## src/rtl/mem_arb_pkg.sv

```systemverilog
package mem_arb_pkg;
  // Owner of an outstanding bus transaction
  typedef enum logic {
    SRC_CORE = 1'b0,
    SRC_VEC  = 1'b1
  } src_e;
endpackage

```

## src/rtl/arb_gate.sv

```systemverilog
module arb_gate (
  input  logic core_req,
  input  logic core_we,
  input  logic vec_req,
  input  logic ld_pend,
  input  logic st_pend,
  input  logic slots_full,
  output logic core_gnt,
  output logic vec_gnt
);
  logic core_allowed;

  // A store in flight blocks everything; a load in flight blocks writes only
  always_comb begin
    core_allowed = !st_pend && !(ld_pend && core_we);
    vec_gnt      = vec_req && !slots_full;
    core_gnt     = core_req && core_allowed && !vec_req && !slots_full;
  end
endmodule

```

## src/rtl/tag_fifo.sv

```systemverilog
module tag_fifo
  import mem_arb_pkg::*;
#(
  parameter int DEPTH = 4,
  localparam int PTR_W = (DEPTH > 1) ? $clog2(DEPTH) : 1,
  localparam int CNT_W = $clog2(DEPTH + 1)
) (
  input  logic clk,
  input  logic rst,
  input  logic push,
  input  src_e push_src,
  input  logic pop,
  output src_e head_src,
  output logic full,
  output logic empty
);
  src_e             slots [DEPTH];
  logic [PTR_W-1:0] wr_ptr, rd_ptr;
  logic [CNT_W-1:0] occ;

  function automatic logic [PTR_W-1:0] next_ptr(input logic [PTR_W-1:0] p);
    return (p == PTR_W'(DEPTH - 1)) ? '0 : p + 1'b1;
  endfunction

  // Storage without reset so it maps onto distributed or block RAM
  always_ff @(posedge clk) begin
    if (push) slots[wr_ptr] <= push_src;
  end

  always_ff @(posedge clk) begin
    if (rst) begin
      wr_ptr <= '0;
      rd_ptr <= '0;
      occ    <= '0;
    end else begin
      if (push) wr_ptr <= next_ptr(wr_ptr);
      if (pop)  rd_ptr <= next_ptr(rd_ptr);
      case ({push, pop})
        2'b10:   occ <= occ + 1'b1;
        2'b01:   occ <= occ - 1'b1;
        default: occ <= occ;
      endcase
    end
  end

  assign head_src = slots[rd_ptr];
  assign full     = (occ == CNT_W'(DEPTH));
  assign empty    = (occ == '0);


  no_overflow_chk: assert property (@(posedge clk) disable iff (rst) full |-> !push);

  no_underflow_chk: assert property (@(posedge clk) disable iff (rst) pop |-> !empty);

  occ_bound_chk: assert property (@(posedge clk) disable iff (rst) occ <= CNT_W'(DEPTH));
endmodule

```

## src/rtl/resp_route.sv

```systemverilog
module resp_route
  import mem_arb_pkg::*;
#(
  parameter int DATA_W = 32
) (
  input  logic              clk,
  input  logic              rst,
  input  logic              rsp_valid,
  input  logic              rsp_err,
  input  logic [DATA_W-1:0] rsp_data,
  input  src_e              owner,
  output logic              core_rvalid,
  output logic              core_err,
  output logic [DATA_W-1:0] core_rdata,
  output logic              vec_rvalid,
  output logic              vec_err,
  output logic [DATA_W-1:0] vec_rdata
);
  logic to_core, to_vec;

  assign to_core = rsp_valid && (owner == SRC_CORE);
  assign to_vec  = rsp_valid && (owner == SRC_VEC);

  always_ff @(posedge clk) begin
    if (rst) begin
      core_rvalid <= 1'b0;
      core_err    <= 1'b0;
      core_rdata  <= '0;
      vec_rvalid  <= 1'b0;
      vec_err     <= 1'b0;
      vec_rdata   <= '0;
    end else begin
      core_rvalid <= to_core;
      vec_rvalid  <= to_vec;
      if (to_core) begin
        core_err   <= rsp_err;
        core_rdata <= rsp_data;
      end
      if (to_vec) begin
        vec_err   <= rsp_err;
        vec_rdata <= rsp_data;
      end
    end
  end
endmodule

```

## src/rtl/mem_share_arb.sv

```systemverilog
module mem_share_arb
  import mem_arb_pkg::*;
#(
  parameter int DATA_W    = 32,
  parameter int ADDR_W    = 32,
  parameter int TAG_DEPTH = 4,
  localparam int BE_W     = DATA_W / 8
) (
  input  logic              clk,
  input  logic              rst,
  input  logic              ld_pend_i,
  input  logic              st_pend_i,
  input  logic              core_req_i,
  output logic              core_gnt_o,
  input  logic [ADDR_W-1:0] core_addr_i,
  input  logic              core_we_i,
  input  logic [BE_W-1:0]   core_be_i,
  input  logic [DATA_W-1:0] core_wdata_i,
  output logic              core_rvalid_o,
  output logic              core_err_o,
  output logic [DATA_W-1:0] core_rdata_o,
  input  logic              vec_req_i,
  output logic              vec_gnt_o,
  input  logic [ADDR_W-1:0] vec_addr_i,
  input  logic              vec_we_i,
  input  logic [BE_W-1:0]   vec_be_i,
  input  logic [DATA_W-1:0] vec_wdata_i,
  output logic              vec_rvalid_o,
  output logic              vec_err_o,
  output logic [DATA_W-1:0] vec_rdata_o,
  output logic              mem_req_o,
  output logic [ADDR_W-1:0] mem_addr_o,
  output logic              mem_we_o,
  output logic [BE_W-1:0]   mem_be_o,
  output logic [DATA_W-1:0] mem_wdata_o,
  input  logic              mem_rvalid_i,
  input  logic              mem_err_i,
  input  logic [DATA_W-1:0] mem_rdata_i
);
  logic tags_full, tags_empty;
  logic any_gnt;
  src_e gnt_src, head_src;

  arb_gate u_gate (
    .core_req   (core_req_i),
    .core_we    (core_we_i),
    .vec_req    (vec_req_i),
    .ld_pend    (ld_pend_i),
    .st_pend    (st_pend_i),
    .slots_full (tags_full),
    .core_gnt   (core_gnt_o),
    .vec_gnt    (vec_gnt_o)
  );

  assign any_gnt = core_gnt_o || vec_gnt_o;
  assign gnt_src = vec_gnt_o ? SRC_VEC : SRC_CORE;

  // Bus launch register: one strobe per grant, fields from the winner
  always_ff @(posedge clk) begin
    if (rst) begin
      mem_req_o   <= 1'b0;
      mem_addr_o  <= '0;
      mem_we_o    <= 1'b0;
      mem_be_o    <= '0;
      mem_wdata_o <= '0;
    end else begin
      mem_req_o <= any_gnt;
      if (any_gnt) begin
        mem_addr_o  <= vec_gnt_o ? vec_addr_i  : core_addr_i;
        mem_we_o    <= vec_gnt_o ? vec_we_i    : core_we_i;
        mem_be_o    <= vec_gnt_o ? vec_be_i    : core_be_i;
        mem_wdata_o <= vec_gnt_o ? vec_wdata_i : core_wdata_i;
      end
    end
  end

  tag_fifo #(.DEPTH(TAG_DEPTH)) u_tags (
    .clk      (clk),
    .rst      (rst),
    .push     (any_gnt),
    .push_src (gnt_src),
    .pop      (mem_rvalid_i),
    .head_src (head_src),
    .full     (tags_full),
    .empty    (tags_empty)
  );

  resp_route #(.DATA_W(DATA_W)) u_route (
    .clk         (clk),
    .rst         (rst),
    .rsp_valid   (mem_rvalid_i),
    .rsp_err     (mem_err_i),
    .rsp_data    (mem_rdata_i),
    .owner       (head_src),
    .core_rvalid (core_rvalid_o),
    .core_err    (core_err_o),
    .core_rdata  (core_rdata_o),
    .vec_rvalid  (vec_rvalid_o),
    .vec_err     (vec_err_o),
    .vec_rdata   (vec_rdata_o)
  );


  store_block_chk: assert property (@(posedge clk) disable iff (rst) st_pend_i |-> !core_gnt_o);

  load_wr_block_chk: assert property (@(posedge clk) disable iff (rst)
    (ld_pend_i && core_we_i) |-> !core_gnt_o);

  vec_first_chk: assert property (@(posedge clk) disable iff (rst) vec_req_i |-> !core_gnt_o);

  launch_chk: assert property (@(posedge clk) disable iff (rst) any_gnt |=> mem_req_o);

  idle_bus_chk: assert property (@(posedge clk) disable iff (rst) !any_gnt |=> !mem_req_o);

  route_excl_chk: assert property (@(posedge clk) disable iff (rst)
    $onehot0({core_rvalid_o, vec_rvalid_o}));

  route_deliver_chk: assert property (@(posedge clk) disable iff (rst)
    mem_rvalid_i |=> (core_rvalid_o || vec_rvalid_o));
endmodule

```

## config.mk

```make
export PLATFORM = sky130hd
export DESIGN_NAME = mem_share_arb
export DESIGN_NICKNAME = d
export VERILOG_FILES = /design/src/rtl/mem_arb_pkg.sv /design/src/rtl/arb_gate.sv /design/src/rtl/tag_fifo.sv /design/src/rtl/resp_route.sv /design/src/rtl/mem_share_arb.sv
export SDC_FILE = /design/constraint.sdc
export NUM_CORES = 1
export LEC_CHECK = 0
export BUFFER_PORTS_ARGS = -buffer_cell sky130_fd_sc_hd__buf_2
export CORE_MARGIN = 2
export CORE_UTILIZATION = 30
export CTS_CLUSTER_SIZE = 25
export DETAILED_ROUTE_END_ITERATION = 12
export GPL_TIMING_DRIVEN = 0
export SLEW_MARGIN = 20
export SYNTH_ARGS = -nofsm -noshare
export SYNTH_HDL_FRONTEND = slang
export SYNTH_SLANG_ARGS = --single-unit
```

## constraint.sdc

```tcl
create_clock -name clk -period 8.4 [get_ports clk]
set_input_delay 2.52 -clock clk [delete_from_list [all_inputs] [get_ports clk]]
set_output_delay 2.52 -clock clk [all_outputs]
set_load 0.05 [all_outputs]
```

==> metrics.md <==
| Metric | Value |
|---|---|
| Hold depth | `2` |
| Avg Cell Area, Syn | `about 8.8 um^2` |
| Maximum VDD drop | `~0.000098 V` |
| Slew Viols, Final | `0` |
| Power density cells | `between 200 and 300 nW/um^2` |
| Clock Sinks | `151` |
| Die area | `roughly 23000 um^2` |
| Area contributors post-synth | `dfxtp_1 (45%), a2111oi_0 (9.1%), a211oi_1 (8.0%), nand2_1 (7.6%), nor2b_1 (6.3%)` |
| Crit path max fanout | `10` |
| Post-synthesis compound-gate area fraction | `roughly 25%` |
| Mux contribution to synthesized area | `between 1 and 1.5%` |
| Top-Level Pins | `about 320` |
| Worst-Margin Slew | `roughly 0.71 ns` |
| CTS Buf Count | `17` |
| Initial core utilization | `between 30% and 40%` |
| Routed WL per cell | `16.7 um` |
| Critical R2R Launch | `u_tags.occ[0]$_SDFFE_PP0P_` |
| 1st-pass router iterations | `4` |
| Die W | `152 um` |
| Final worst-path cycle share | `between 70% and 80%` |
| CTS resizes | `0` |
| Run status | `finished, final reports clean` |
| Post-CTS Setup Repair Bufs | `0` |
| Final Skew | `~0.012 ns` |
| Mapped Area | `~6600 um^2` |
| Clk Latency, worst-skew pair | `0.43 ns` |
| Synth Register Bits | `around 150` |
| Fin util | `42.2%` |
| Async SR Flop Fraction | `0%` |
| Sequential-to-total area share from yosys stat | `between 40% and 50%` |
| H-tree Lvls | `4` |
| EDFF count, synth | `4` |
| First-pass GRT wire length | `approximately 36 mm` |
| Setup violators final | `0` |
| XOR/XNOR share of the synthesized area | `less than 1%` |
| Worst Setup Slack, final | `around 1.9 ns` |
| Detail Placement HPWL | `17.5 mm` |
| Setup TNS | `0 ns` |
| DRC violations left | `0` |
| Post-DR vias/cell | `~4.7` |
| Simple-gate portion of the synthesized area | `between 10% and 20%` |
| Final hold viol count | `0` |
| Leak pwr | `around 4.1 nW` |
| Largest family of logic cells by synthesized area | `compound AO/OA/AOI/OAI gates` |
| Syn Nets | `approximately 930` |
| Routability-driven placement congestion ratio | `roughly 0.85` |
| Dpl cells | `1344` |
| HP Start | `u_route.vec_rdata[20]$_SDFFE_PP0P_` |
| Non-filler cells in the finished layout | `1378` |
| Worst setup path class | `input pin to output pin` |
| CTS tree | `built` |
| YS warnings | `0` |
| Total length of routed wires | `about 23 mm` |
| Worst setup EP type | `output pin` |
| RSZ-0062 raised after global routing | `false` |
| Die Span Y | `between 150 and 200 um` |
| Share of cells above drive strength 1 | `a little over a third` |
| Worst endpoint required time | `~5.9 ns` |
| Ys flop type | `dfxtp_1` |
| Post-Synthesis Cells | `approximately 750` |
| Setup WS pre-CTS | `approximately 1.9 ns` |
| Vias in the first global route | `between 6000 and 7000` |
| Peak Freq | `about 150 MHz` |
| Critical Path Start Type | `input pin` |
| Fin crit period | `between 6 and 7 ns` |
| WHS | `approximately 0.45 ns` |
| Core box area | `approximately 22000 um^2` |
| Final #Nets | `~1300` |
| Initial DRC count | `around 220` |
| Post-synth top area cell | `dfxtp_1` |
| Worst R2R End | `u_tags.occ[2]$_SDFFE_PP0P_` |
| Initial antenna violation count | `4` |
| Cell Rows | `54` |
| Critical Path AT | `just under 4 ns` |
| Port Buffers | `about 320` |
| Min-Delay Path Class | `flip-flop to flip-flop` |
| Post-synthesis adder-cell area fraction | `approximately 1.4%` |
| Largest net degree at the start of global routing | `17` |
| Netlist cell types | `38` |
| Grt ovf | `0` |
| Slew headroom | `a little over half` |
| Antenna-violating nets left | `0` |
| Total number of vias | `between 6000 and 7000` |
| Hold endpoint | `u_route.vec_rdata[20]$_SDFFE_PP0P_` |
| Clock root buffer | `clkbuf_16` |
| Max_cap viols | `0` |
| Layout area overhead | `38.6%` |
| Worst reg2reg path depth | `10` |
| Top cell type's share of synthesized area | `44.5%` |
| Clk buf depth | `2` |
| Clock transition at path regs | `around 0.060 ns` |
| Hold-fix buffers, CTS | `0` |
| R2R setup slack | `about 6 ns` |
| Total GRT Usage | `around a fifth` |
==> where the power goes <==
part	internal, mW	total [mW]	switching [mW]
sequential	0.803	0.847	0.0439
combinational	0.195	0.686	0.491
clock	0.477	0.802	0.325
==> stage by stage <==
step,instance area [um^2],total power [mW]
2_1_floorplan,6610,1.35
3_3_place_gp,8540,1.55
3_5_place_dp,8540,1.55
4_1_cts,9150,2.36
5_1_grt,9160,2.46
6_report,9160,2.34
==> placed cells by master (no fill, tap or decap), drive strengths merged, types with 2 or more instances in the layout <==
cell      instances
nand2           134
a21oi            69
edfxtp            4
clkinv            2
mux2i             4
nand2b            3
inv              76
mux2              2
and2              4
a211oi           70
and2b             4
nor2             10
a2111oi          69
clkbuf           49
clkinvlp          5
ha                6
bufinv            3
diode             3
nor2b            67
o21ai             4
dfxtp           147
buf             350
==> cells in the mapped netlist, types with 2 or more instances <==
master and n:
buf_2 17, a21oi_2 7, nor2b_1 67, o21ai_0 4, clkbuf_1 29, nand2b_1 3, clkbuf_2 2, a21oi_1 62
buf_6 13, and2b_1 4, nor2_1 9, buf_4 4, ha_1 6, mux2_4 2, a2111oi_0 69, inv_1 72
nand2_1 134, mux2i_1 3, edfxtp_1 4, dfxtp_1 147, a211oi_1 70, and2_1 4
==> layer usage <==
| layer | vias up | routed length [um] | GRT usage (%) |
|---|---|---|---|
| met1 | 2988 | 9970 | 23.5 |
| met5 | - | 16 | 0 |
| met2 | 248 | 11000 | 33.9 |
| met3 | 22 | 1700 | 5.92 |
| li1 | 3265 | - | - |
| met4 | 2 | 330 | 5.16 |
==> worst max path at each step <==
stage / startpoint / to / cells after the start
final: vec_req_i / vec_gnt_o / 5
after floorplan: vec_req_i / core_gnt_o / 3
after CTS: vec_req_i / vec_gnt_o / 5
after detailed placement: vec_req_i / vec_gnt_o / 5
after global routing: vec_req_i / vec_gnt_o / 5
after global placement: vec_req_i / vec_gnt_o / 5
==> area by class of cell <==
cell class                      count  area [um^2]
Fill cell                        2225        12500
Sequential cell                   151         3060
Multi-Input combinational cell    459         2890
Timing Repair Buffer              316         1580
Clock buffer                       18          439
Buffer                             65          380
Tap cell                          280          350
Inverter                           73          274
Clock inverter                     13          171
Antenna cell                        3         7.51
==> cell families (layout without fill, tap and decap cells) <==
group | after synthesis | after routing
other | 0 | 3
flip-flops | 151 | 151
adder cells (fa/ha/maj) | 7 | 7
AO/OA/AOI/OAI | 217 | 217
AND/OR/NAND/NOR | 227 | 227
XOR/XNOR | 2 | 2
multiplexers | 6 | 6
buffers and inverters | 138 | 485
==> sequential cells by signal, indices dropped and copies added (netlist names), 2 cells and up, named ones only <==
register,count
mem_addr_o,32
mem_wdata_o,32
u_route.core_rdata,32
u_route.vec_rdata,32
mem_be_o,4
u_tags.slots,4
u_tags.occ,3
u_tags.rd_ptr,2
u_tags.wr_ptr,2
==> critical path, cell delays in order <==
cell and delay, ns:
buf_2 0.19, buf_2 0.28, buf_2 0.27, nor2b_1 0.35, buf_2 0.35
No activity file was read; power rests on OpenSTA's default activity.
